[config.mk]
export PLATFORM = sky130hd
export DESIGN_NAME = tsc_train_cmd_ser
export DESIGN_NICKNAME = d
export VERILOG_FILES = /design/src/rtl/tsc_pkg.sv /design/src/rtl/tsc_lead_timer.sv /design/src/rtl/tsc_frame_build.sv /design/src/rtl/tsc_shifter.sv /design/src/rtl/tsc_train_cmd_ser.sv
export SDC_FILE = /design/constraint.sdc
export NUM_CORES = 1
export LEC_CHECK = 0
export BUFFER_PORTS_ARGS = -buffer_cell sky130_fd_sc_hd__buf_2
export CAP_MARGIN = 10
export CELL_PAD_IN_SITES_DETAIL_PLACEMENT = 1
export CELL_PAD_IN_SITES_GLOBAL_PLACEMENT = 1
export CORE_MARGIN = 4
export CORE_UTILIZATION = 52
export CTS_CLUSTER_SIZE = 8
export DETAILED_ROUTE_END_ITERATION = 8
export GPL_ROUTABILITY_DRIVEN = 0
export PLACE_DENSITY = 0.94
export SLEW_MARGIN = 40
export SYNTH_ARGS = -nofsm -noshare
export SYNTH_HDL_FRONTEND = slang
export SYNTH_SLANG_ARGS = --single-unit
[constraint.sdc]
create_clock -name clk -period 7.8 [get_ports clk]
set_input_delay 1.56 -clock clk [delete_from_list [all_inputs] [get_ports clk]]
set_output_delay 1.56 -clock clk [all_outputs]
set_load 0.03 [all_outputs]
[src/rtl/tsc_pkg.sv]
package tsc_pkg;
   localparam int          CODE_W     = 3;
   localparam logic [2:0]  START_CODE = 3'b110;
   localparam logic [2:0]  STOP_CODE  = 3'b101;

   typedef enum logic [1:0] {
      ST_IDLE  = 2'd0,
      ST_LEAD  = 2'd1,
      ST_FRAME = 2'd2,
      ST_STOP  = 2'd3
   } tsc_state_e;
endpackage

[src/rtl/tsc_lead_timer.sv]
// Counts down the gap between the train reference and the start launch.
module tsc_lead_timer #(
   parameter int LEAD_W        = 16,
   parameter int CYC_PER_STEP  = 20,
   parameter int ARRIVAL_STEPS = 80000
) (
   input  logic              clk,
   input  logic              rst_n,
   input  logic              arm,
   input  logic [LEAD_W-1:0] lead_steps,
   output logic              fire
);
   localparam longint MAX_WAIT = longint'(ARRIVAL_STEPS) * longint'(CYC_PER_STEP);
   localparam int     CNT_W    = $clog2(MAX_WAIT + 1);

   logic [CNT_W-1:0] cnt_q;
   logic [CNT_W-1:0] delay;
   logic             armed_q;
   logic [31:0]      lead_ext;

   always_comb begin
      lead_ext = 32'(lead_steps);
      if (lead_ext >= 32'(ARRIVAL_STEPS))
         delay = '0;
      else
         delay = CNT_W'((32'(ARRIVAL_STEPS) - lead_ext) * 32'(CYC_PER_STEP));
   end

   assign fire = armed_q && (cnt_q == '0);

   always_ff @(posedge clk or negedge rst_n) begin
      if (!rst_n) begin
         armed_q <= 1'b0;
         cnt_q   <= '0;
      end else if (arm) begin
         armed_q <= 1'b1;
         cnt_q   <= delay;
      end else if (armed_q) begin
         if (cnt_q == '0)
            armed_q <= 1'b0;
         else
            cnt_q <= cnt_q - CNT_W'(1);
      end
   end
endmodule

[src/rtl/tsc_frame_build.sv]
// Assembles the start-command word; a parameter selects the parity variant.
module tsc_frame_build #(
   parameter int ID_W      = 64,
   parameter int BS_W      = 16,
   parameter bit PARITY_EN = 1'b1,
   parameter int FRAME_W   = 3 + ID_W + BS_W + (PARITY_EN ? 1 : 0)
) (
   input  logic [ID_W-1:0]    train_id,
   input  logic [BS_W-1:0]    bunch,
   output logic [FRAME_W-1:0] frame
);
   import tsc_pkg::*;

   generate
      if (PARITY_EN) begin : g_par
         logic par_bit;
         assign par_bit = ^{train_id, bunch};
         assign frame   = {START_CODE, train_id, bunch, par_bit};
      end else begin : g_nopar
         assign frame = {START_CODE, train_id, bunch};
      end
   endgenerate
endmodule

[src/rtl/tsc_shifter.sv]
// MSB-first parallel-to-serial shifter with a variable bit count.
module tsc_shifter #(
   parameter int W     = 84,
   parameter int LEN_W = $clog2(W + 1)
) (
   input  logic             clk,
   input  logic             rst_n,
   input  logic             load,
   input  logic [W-1:0]     load_word,
   input  logic [LEN_W-1:0] load_len,
   output logic             line_q,
   output logic             active_q,
   output logic             last
);
   logic [W-1:0]     sreg_q;
   logic [LEN_W-1:0] rem_q;

   assign last = active_q && (rem_q == '0);

   always_ff @(posedge clk or negedge rst_n) begin
      if (!rst_n) begin
         line_q   <= 1'b0;
         active_q <= 1'b0;
         sreg_q   <= '0;
         rem_q    <= '0;
      end else if (load) begin
         line_q   <= load_word[W-1];
         sreg_q   <= {load_word[W-2:0], 1'b0};
         rem_q    <= load_len - LEN_W'(1);
         active_q <= 1'b1;
      end else if (active_q) begin
         if (rem_q == '0) begin
            active_q <= 1'b0;
            line_q   <= 1'b0;
         end else begin
            line_q <= sreg_q[W-1];
            sreg_q <= {sreg_q[W-2:0], 1'b0};
            rem_q  <= rem_q - LEN_W'(1);
         end
      end
   end
endmodule

[src/rtl/tsc_train_cmd_ser.sv]
module tsc_train_cmd_ser #(
   parameter int ID_W          = 64,
   parameter int BS_W          = 16,
   parameter int LEAD_W        = 16,
   parameter int CYC_PER_STEP  = 20,
   parameter int ARRIVAL_STEPS = 80000,
   parameter bit PARITY_EN     = 1'b1,
   parameter int MAX_FRAME_CYC = 86
) (
   input  logic              clk,
   input  logic              rst_n,
   input  logic              load_en,
   input  logic [ID_W-1:0]   train_id_in,
   input  logic [BS_W-1:0]   bunch_in,
   input  logic [LEAD_W-1:0] lead_in,
   input  logic              train_ref,
   input  logic              stop_req,
   output logic              ser_out,
   output logic              busy
);
   import tsc_pkg::*;

   localparam int FRAME_W = CODE_W + ID_W + BS_W + (PARITY_EN ? 1 : 0);
   localparam int LEN_W   = $clog2(FRAME_W + 1);

   generate
      if (ID_W < 1 || BS_W < 1)
         begin : g_bad_field $error("field widths must be positive"); end
      if (LEAD_W < 1 || LEAD_W > 32)
         begin : g_bad_lead $error("LEAD_W must be 1..32"); end
      if (CYC_PER_STEP < 1 || ARRIVAL_STEPS < 1)
         begin : g_bad_step $error("step timing must be positive"); end
      if (FRAME_W > MAX_FRAME_CYC)
         begin : g_too_long $error("start command exceeds its time budget"); end
   endgenerate

   logic [ID_W-1:0]    id_sh_q;
   logic [BS_W-1:0]    bs_sh_q;
   logic [LEAD_W-1:0]  lead_sh_q;
   tsc_state_e         state_q, state_d;
   logic               stop_pend_q, stop_pend_d;
   logic               arm, fire;
   logic               load_frame, load_stop, sh_load, sh_last;
   logic [FRAME_W-1:0] frame, sh_word;
   logic [LEN_W-1:0]   sh_len;

   always_ff @(posedge clk or negedge rst_n) begin
      if (!rst_n) begin
         id_sh_q   <= '0;
         bs_sh_q   <= '0;
         lead_sh_q <= '0;
      end else if (load_en) begin
         id_sh_q   <= train_id_in;
         bs_sh_q   <= bunch_in;
         lead_sh_q <= lead_in;
      end
   end

   tsc_frame_build #(
      .ID_W(ID_W), .BS_W(BS_W), .PARITY_EN(PARITY_EN), .FRAME_W(FRAME_W)
   ) u_build (
      .train_id(id_sh_q), .bunch(bs_sh_q), .frame(frame)
   );

   tsc_lead_timer #(
      .LEAD_W(LEAD_W), .CYC_PER_STEP(CYC_PER_STEP), .ARRIVAL_STEPS(ARRIVAL_STEPS)
   ) u_timer (
      .clk(clk), .rst_n(rst_n), .arm(arm), .lead_steps(lead_sh_q), .fire(fire)
   );

   always_comb begin
      state_d     = state_q;
      stop_pend_d = stop_pend_q;
      arm         = 1'b0;
      load_frame  = 1'b0;
      load_stop   = 1'b0;
      unique case (state_q)
         ST_IDLE: begin
            if (train_ref) begin
               arm         = 1'b1;
               stop_pend_d = stop_req;
               state_d     = ST_LEAD;
            end else if (stop_req) begin
               load_stop = 1'b1;
               state_d   = ST_STOP;
            end
         end
         ST_LEAD: begin
            if (stop_req) stop_pend_d = 1'b1;
            if (fire) begin
               load_frame = 1'b1;
               state_d    = ST_FRAME;
            end
         end
         ST_FRAME: begin
            if (sh_last) begin
               if (stop_pend_q || stop_req) begin
                  load_stop   = 1'b1;
                  stop_pend_d = 1'b0;
                  state_d     = ST_STOP;
               end else begin
                  state_d = ST_IDLE;
               end
            end else if (stop_req) begin
               stop_pend_d = 1'b1;
            end
         end
         ST_STOP: begin
            if (sh_last) state_d = ST_IDLE;
         end
         default: state_d = ST_IDLE;
      endcase
   end

   always_ff @(posedge clk or negedge rst_n) begin
      if (!rst_n) begin
         state_q     <= ST_IDLE;
         stop_pend_q <= 1'b0;
      end else begin
         state_q     <= state_d;
         stop_pend_q <= stop_pend_d;
      end
   end

   assign sh_load = load_frame | load_stop;
   assign sh_word = load_frame ? frame : {STOP_CODE, {(FRAME_W-CODE_W){1'b0}}};
   assign sh_len  = load_frame ? LEN_W'(FRAME_W) : LEN_W'(CODE_W);

   tsc_shifter #(.W(FRAME_W), .LEN_W(LEN_W)) u_shift (
      .clk(clk), .rst_n(rst_n), .load(sh_load), .load_word(sh_word),
      .load_len(sh_len), .line_q(ser_out), .active_q(busy), .last(sh_last)
   );
endmodule

==> results.toml <==
[outcome]
status = "complete, no violations"

[cts]
cts-buffers-inserted = 30
cts_resized = 0
cts_sinks = 213
path_clk_slew_ps = 60
cts_tree = "built"
cts.htree.levels = 1
root_buffer = "clkbuf_16"
clk_latency_ps = 550
cts_setup_buffers = 0
holdBufCountCts = 0
clock_path_buffers = 3

[global_route]
grt_pass1_wl_um = 48700
antenna_found_initial = 1
grt_overflow_total = 0
grt_usage_pct = 24.5
grt_max_degree = 137
grt_pass1_vias = 9249

[finish]
utilization_pct = 59.4
layout-drive-gt1-share_pct = 25.8
insertedDiodeCount = 0
area_growth_pct = 12.7
finalNetCount = 1238

[detailed_routing]
drc = 0
wl_per_cell_um = 22.5
vias_per_cell = 6.03
drtIter0Drc = 646
finalWirelength_um = 31100
postRouteAntennaNets = 0
vias = 8319
firstDrtPassIters = 7

[floorplan]
io_pins = 103
core-area_mm2 = 0.0218
die_w_um = 157
initial_core_util_pct = 52.8
die_h_um = 157
rows = 54
die-area_mm2 = 0.0246

[setup_path]
crit_chain = "inv_1 > ha_1 > nand2_1 > o41ai_1 > nand2_1 > o21ai_0 > xor2_1 > ha_1 > ha_1 > o21ai_0 > a211oi_1 > or3_1 > a31o_2"
cp_data_arrival_time_ps = 4430
cp_common_cell = "ha_1"
cp_num_buf_inv = 1
cpPeakStageDelay_ps = 510
critical_path_class = "flop to flop"
path_max_fanout = 6
crit_family = "compound AO/OA/AOI/OAI gates"
worst_setup_path_start_kind = "flop"
crit_slowest_cell = "o41ai_1"
cp_data_required_time_ps = 8240
crit_path_end_kind = "flop"

[synth]
syn_nets = 1148
ys_seq_elements = 213
synth_xor_area_share_pct = 9.59
yosysSeqAreaShare_pct = 46.3
synthMuxAreaShare_pct = 16.7
async_reset_ff_share_pct = 100
ys.warnings.count = 0
synth_fa_ha_area_share_pct = 4.30
synthSimpleGateAreaFrac_pct = 8.09
synth-compound-area-share_pct = 11.7
synth_ff_type = "dfrtp_1"
netlist_instances = 1008
synth_edf_count = 0
synth.cell_area_mm2 = 0.0115
synth_cell_types = 57
synth_top_family_by_area = "multiplexers"
synth.avg_cell_area_um2 = 11.4

[pwr]
power_frac_clock_pct = 27.5
switching_power_mw = 1.55
p_per_area_mw_per_mm2 = 327
p_seq_share_pct = 36.4
vdd_drop_max_mv = 0.213
leakagePower_nw = 5.62
p_int_mw = 2.69
sw_frac_of_total_pct = 36.6
pwr-share-comb_pct = 36.0

[timing]
slew_viol_final = 0
max_freq_mhz = 251
finalClockSkew_ps = 16.6
tightest_slew_ps = 858
rsz0062_at_grt = "no"
setup_viol_count_final = 0
min_period_over_period_pct = 51.1
setup_tns_ps = 0
slew_headroom_pct = 42.1
period_needed_ps = 3990
finalHoldViolCount = 0

[placed_design]
port_buffers = 102
dp_hpwl_um = 19800

[min_path]
hp-class = "flop to flop"

[flow_run]
max-cap-violations = 0
-- final timing paths --
path	from	to	slack (ps)	cells after the start
max reg2reg	lead_sh_q[0]	u_timer.cnt_q[17]	3810	13
max	lead_sh_q[0]	u_timer.cnt_q[17]	3810	13
min	id_sh_q[24]	u_shift.sreg_q[42]	530	2
min reg2reg	id_sh_q[24]	u_shift.sreg_q[42]	530	2
min in group asynchronous	rst_n	u_shift.sreg_q[12]	1020	1
max in group asynchronous	rst_n	u_shift.sreg_q[4]	5510	2
-- layout make-up --
class / count / area [um2]
Clock buffer: 33 / 793
Fill cell: 2280 / 8850
Inverter: 18 / 67.6
Multi-Input combinational cell: 725 / 5810
Sequential cell: 213 / 5330
Tap cell: 280 / 350
Timing Repair Buffer: 110 / 623
-- state kept, by name (all words and copies together) (netlist names) --
| register | cells |
|---|---|
| u_shift.line_q | 1 |
| u_shift.sreg_q | 83 |
| u_shift.rem_q | 7 |
| id_sh_q | 64 |
| u_shift.active_q | 1 |
| u_timer.cnt_q | 21 |
| u_timer.armed_q | 1 |
| state_q | 2 |
| stop_pend_q | 1 |
| lead_sh_q | 16 |
| bs_sh_q | 16 |
-- power groups by stage --
stage / registers (mW) / logic [mW] / clock network, mW
finish: 1.55 / 1.53 / 1.17
global route: 1.57 / 1.66 / 1.25
CTS: 1.54 / 1.52 / 1.17
detailed placement: 1.55 / 1.47 / 0
global placement: 1.52 / 1.36 / 0
floorplan: 1.48 / 1.19 / 0
-- worst min-delay path: cells and delay by family, from the launching register on --
family             cells  cell delay [ps]
DFF                    1              370
and+or+nand+nor        1               60
AOI/OAI and AO/OA      1               60
-- synth_stat cells, drive strengths merged (2+ instances only) --
cell type | count | share of area (%)
a211oi | 6 | 0.39
a21o | 6 | 0.39
a21oi | 21 | 0.91
a31o | 2 | 0.15
a31oi | 2 | 0.11
and2 | 2 | 0.11
buf | 26 | 1.9
clkbuf | 26 | 0.93
dfrtp | 213 | 46
ha | 38 | 4.1
inv | 18 | 0.59
mux2 | 95 | 9.3
mux2i | 85 | 7.4
nand2 | 122 | 4.0
nand2b | 2 | 0.11
nand3 | 9 | 0.39
nand4 | 2 | 0.11
nor2 | 36 | 1.2
nor2b | 4 | 0.22
nor3 | 15 | 0.65
nor4 | 7 | 0.51
o21a | 2 | 0.13
o21ai | 37 | 1.6
o22ai | 2 | 0.11
o311ai | 3 | 0.29
o31ai | 82 | 7.0
or4 | 4 | 0.33
xnor2 | 99 | 7.5
xor2 | 27 | 2.1
-- per-layer routing --
layer | vias up | routed length [um] | track usage, %
met2 | 231 | 16200 | 44.4
met1 | 4264 | 12400 | 29.8
met3 | 86 | 1410 | 3.98
li1 | 3736 | - | -
met5 | - | 15 | 0
met4 | 2 | 1040 | 7.73
-- through the flow --
step | cell area, um2 | instances | worst slack, ps | hold WS (ps) | total power [mW]
5_1_grt | 13000 | 1379 | 3490 | 543 | 4.47
4_1_cts | 13000 | 1379 | 3830 | 499 | 4.23
6_report | 13000 | 1379 | 3810 | 528 | 4.24
3_3_place_gp | 12100 | 1344 | 4030 | 481 | 2.89
3_5_place_dp | 12200 | 1346 | 3880 | 477 | 3.01
2_1_floorplan | 11500 | 1008 | 4270 | 449 | 2.67
-- cell families (layout without fill, tap and decap cells) --
| group | after synthesis | in the layout |
|---|---|---|
| flip-flops | 213 | 213 |
| AND/OR/NAND/NOR | 210 | 210 |
| multiplexers | 180 | 180 |
| AO/OA/AOI/OAI | 170 | 170 |
| XOR/XNOR | 126 | 126 |
| buffers and inverters | 70 | 161 |
| adder cells (fa/ha/maj) | 39 | 39 |
-- placed cells by master, fill, tap and decap left out, types with 3 or more instances in the layout --
master,Yosys,layout
a211oi_1,6,6
a21o_1,6,6
a21oi_1,21,21
buf_2,11,100
buf_4,7,4
buf_6,0,3
clkbuf_16,0,32
dfrtp_1,213,213
ha_1,38,38
inv_1,18,18
mux2_2,95,95
mux2i_1,85,85
nand2_1,121,121
nand3_1,9,9
nor2_1,36,35
nor2b_1,4,4
nor3_1,15,15
nor4_1,6,6
o21ai_0,32,32
o21ai_1,4,4
o31ai_1,45,45
o31ai_2,37,37
xnor2_1,99,99
xor2_1,27,27
No activity file was read; power rests on OpenSTA's default activity.
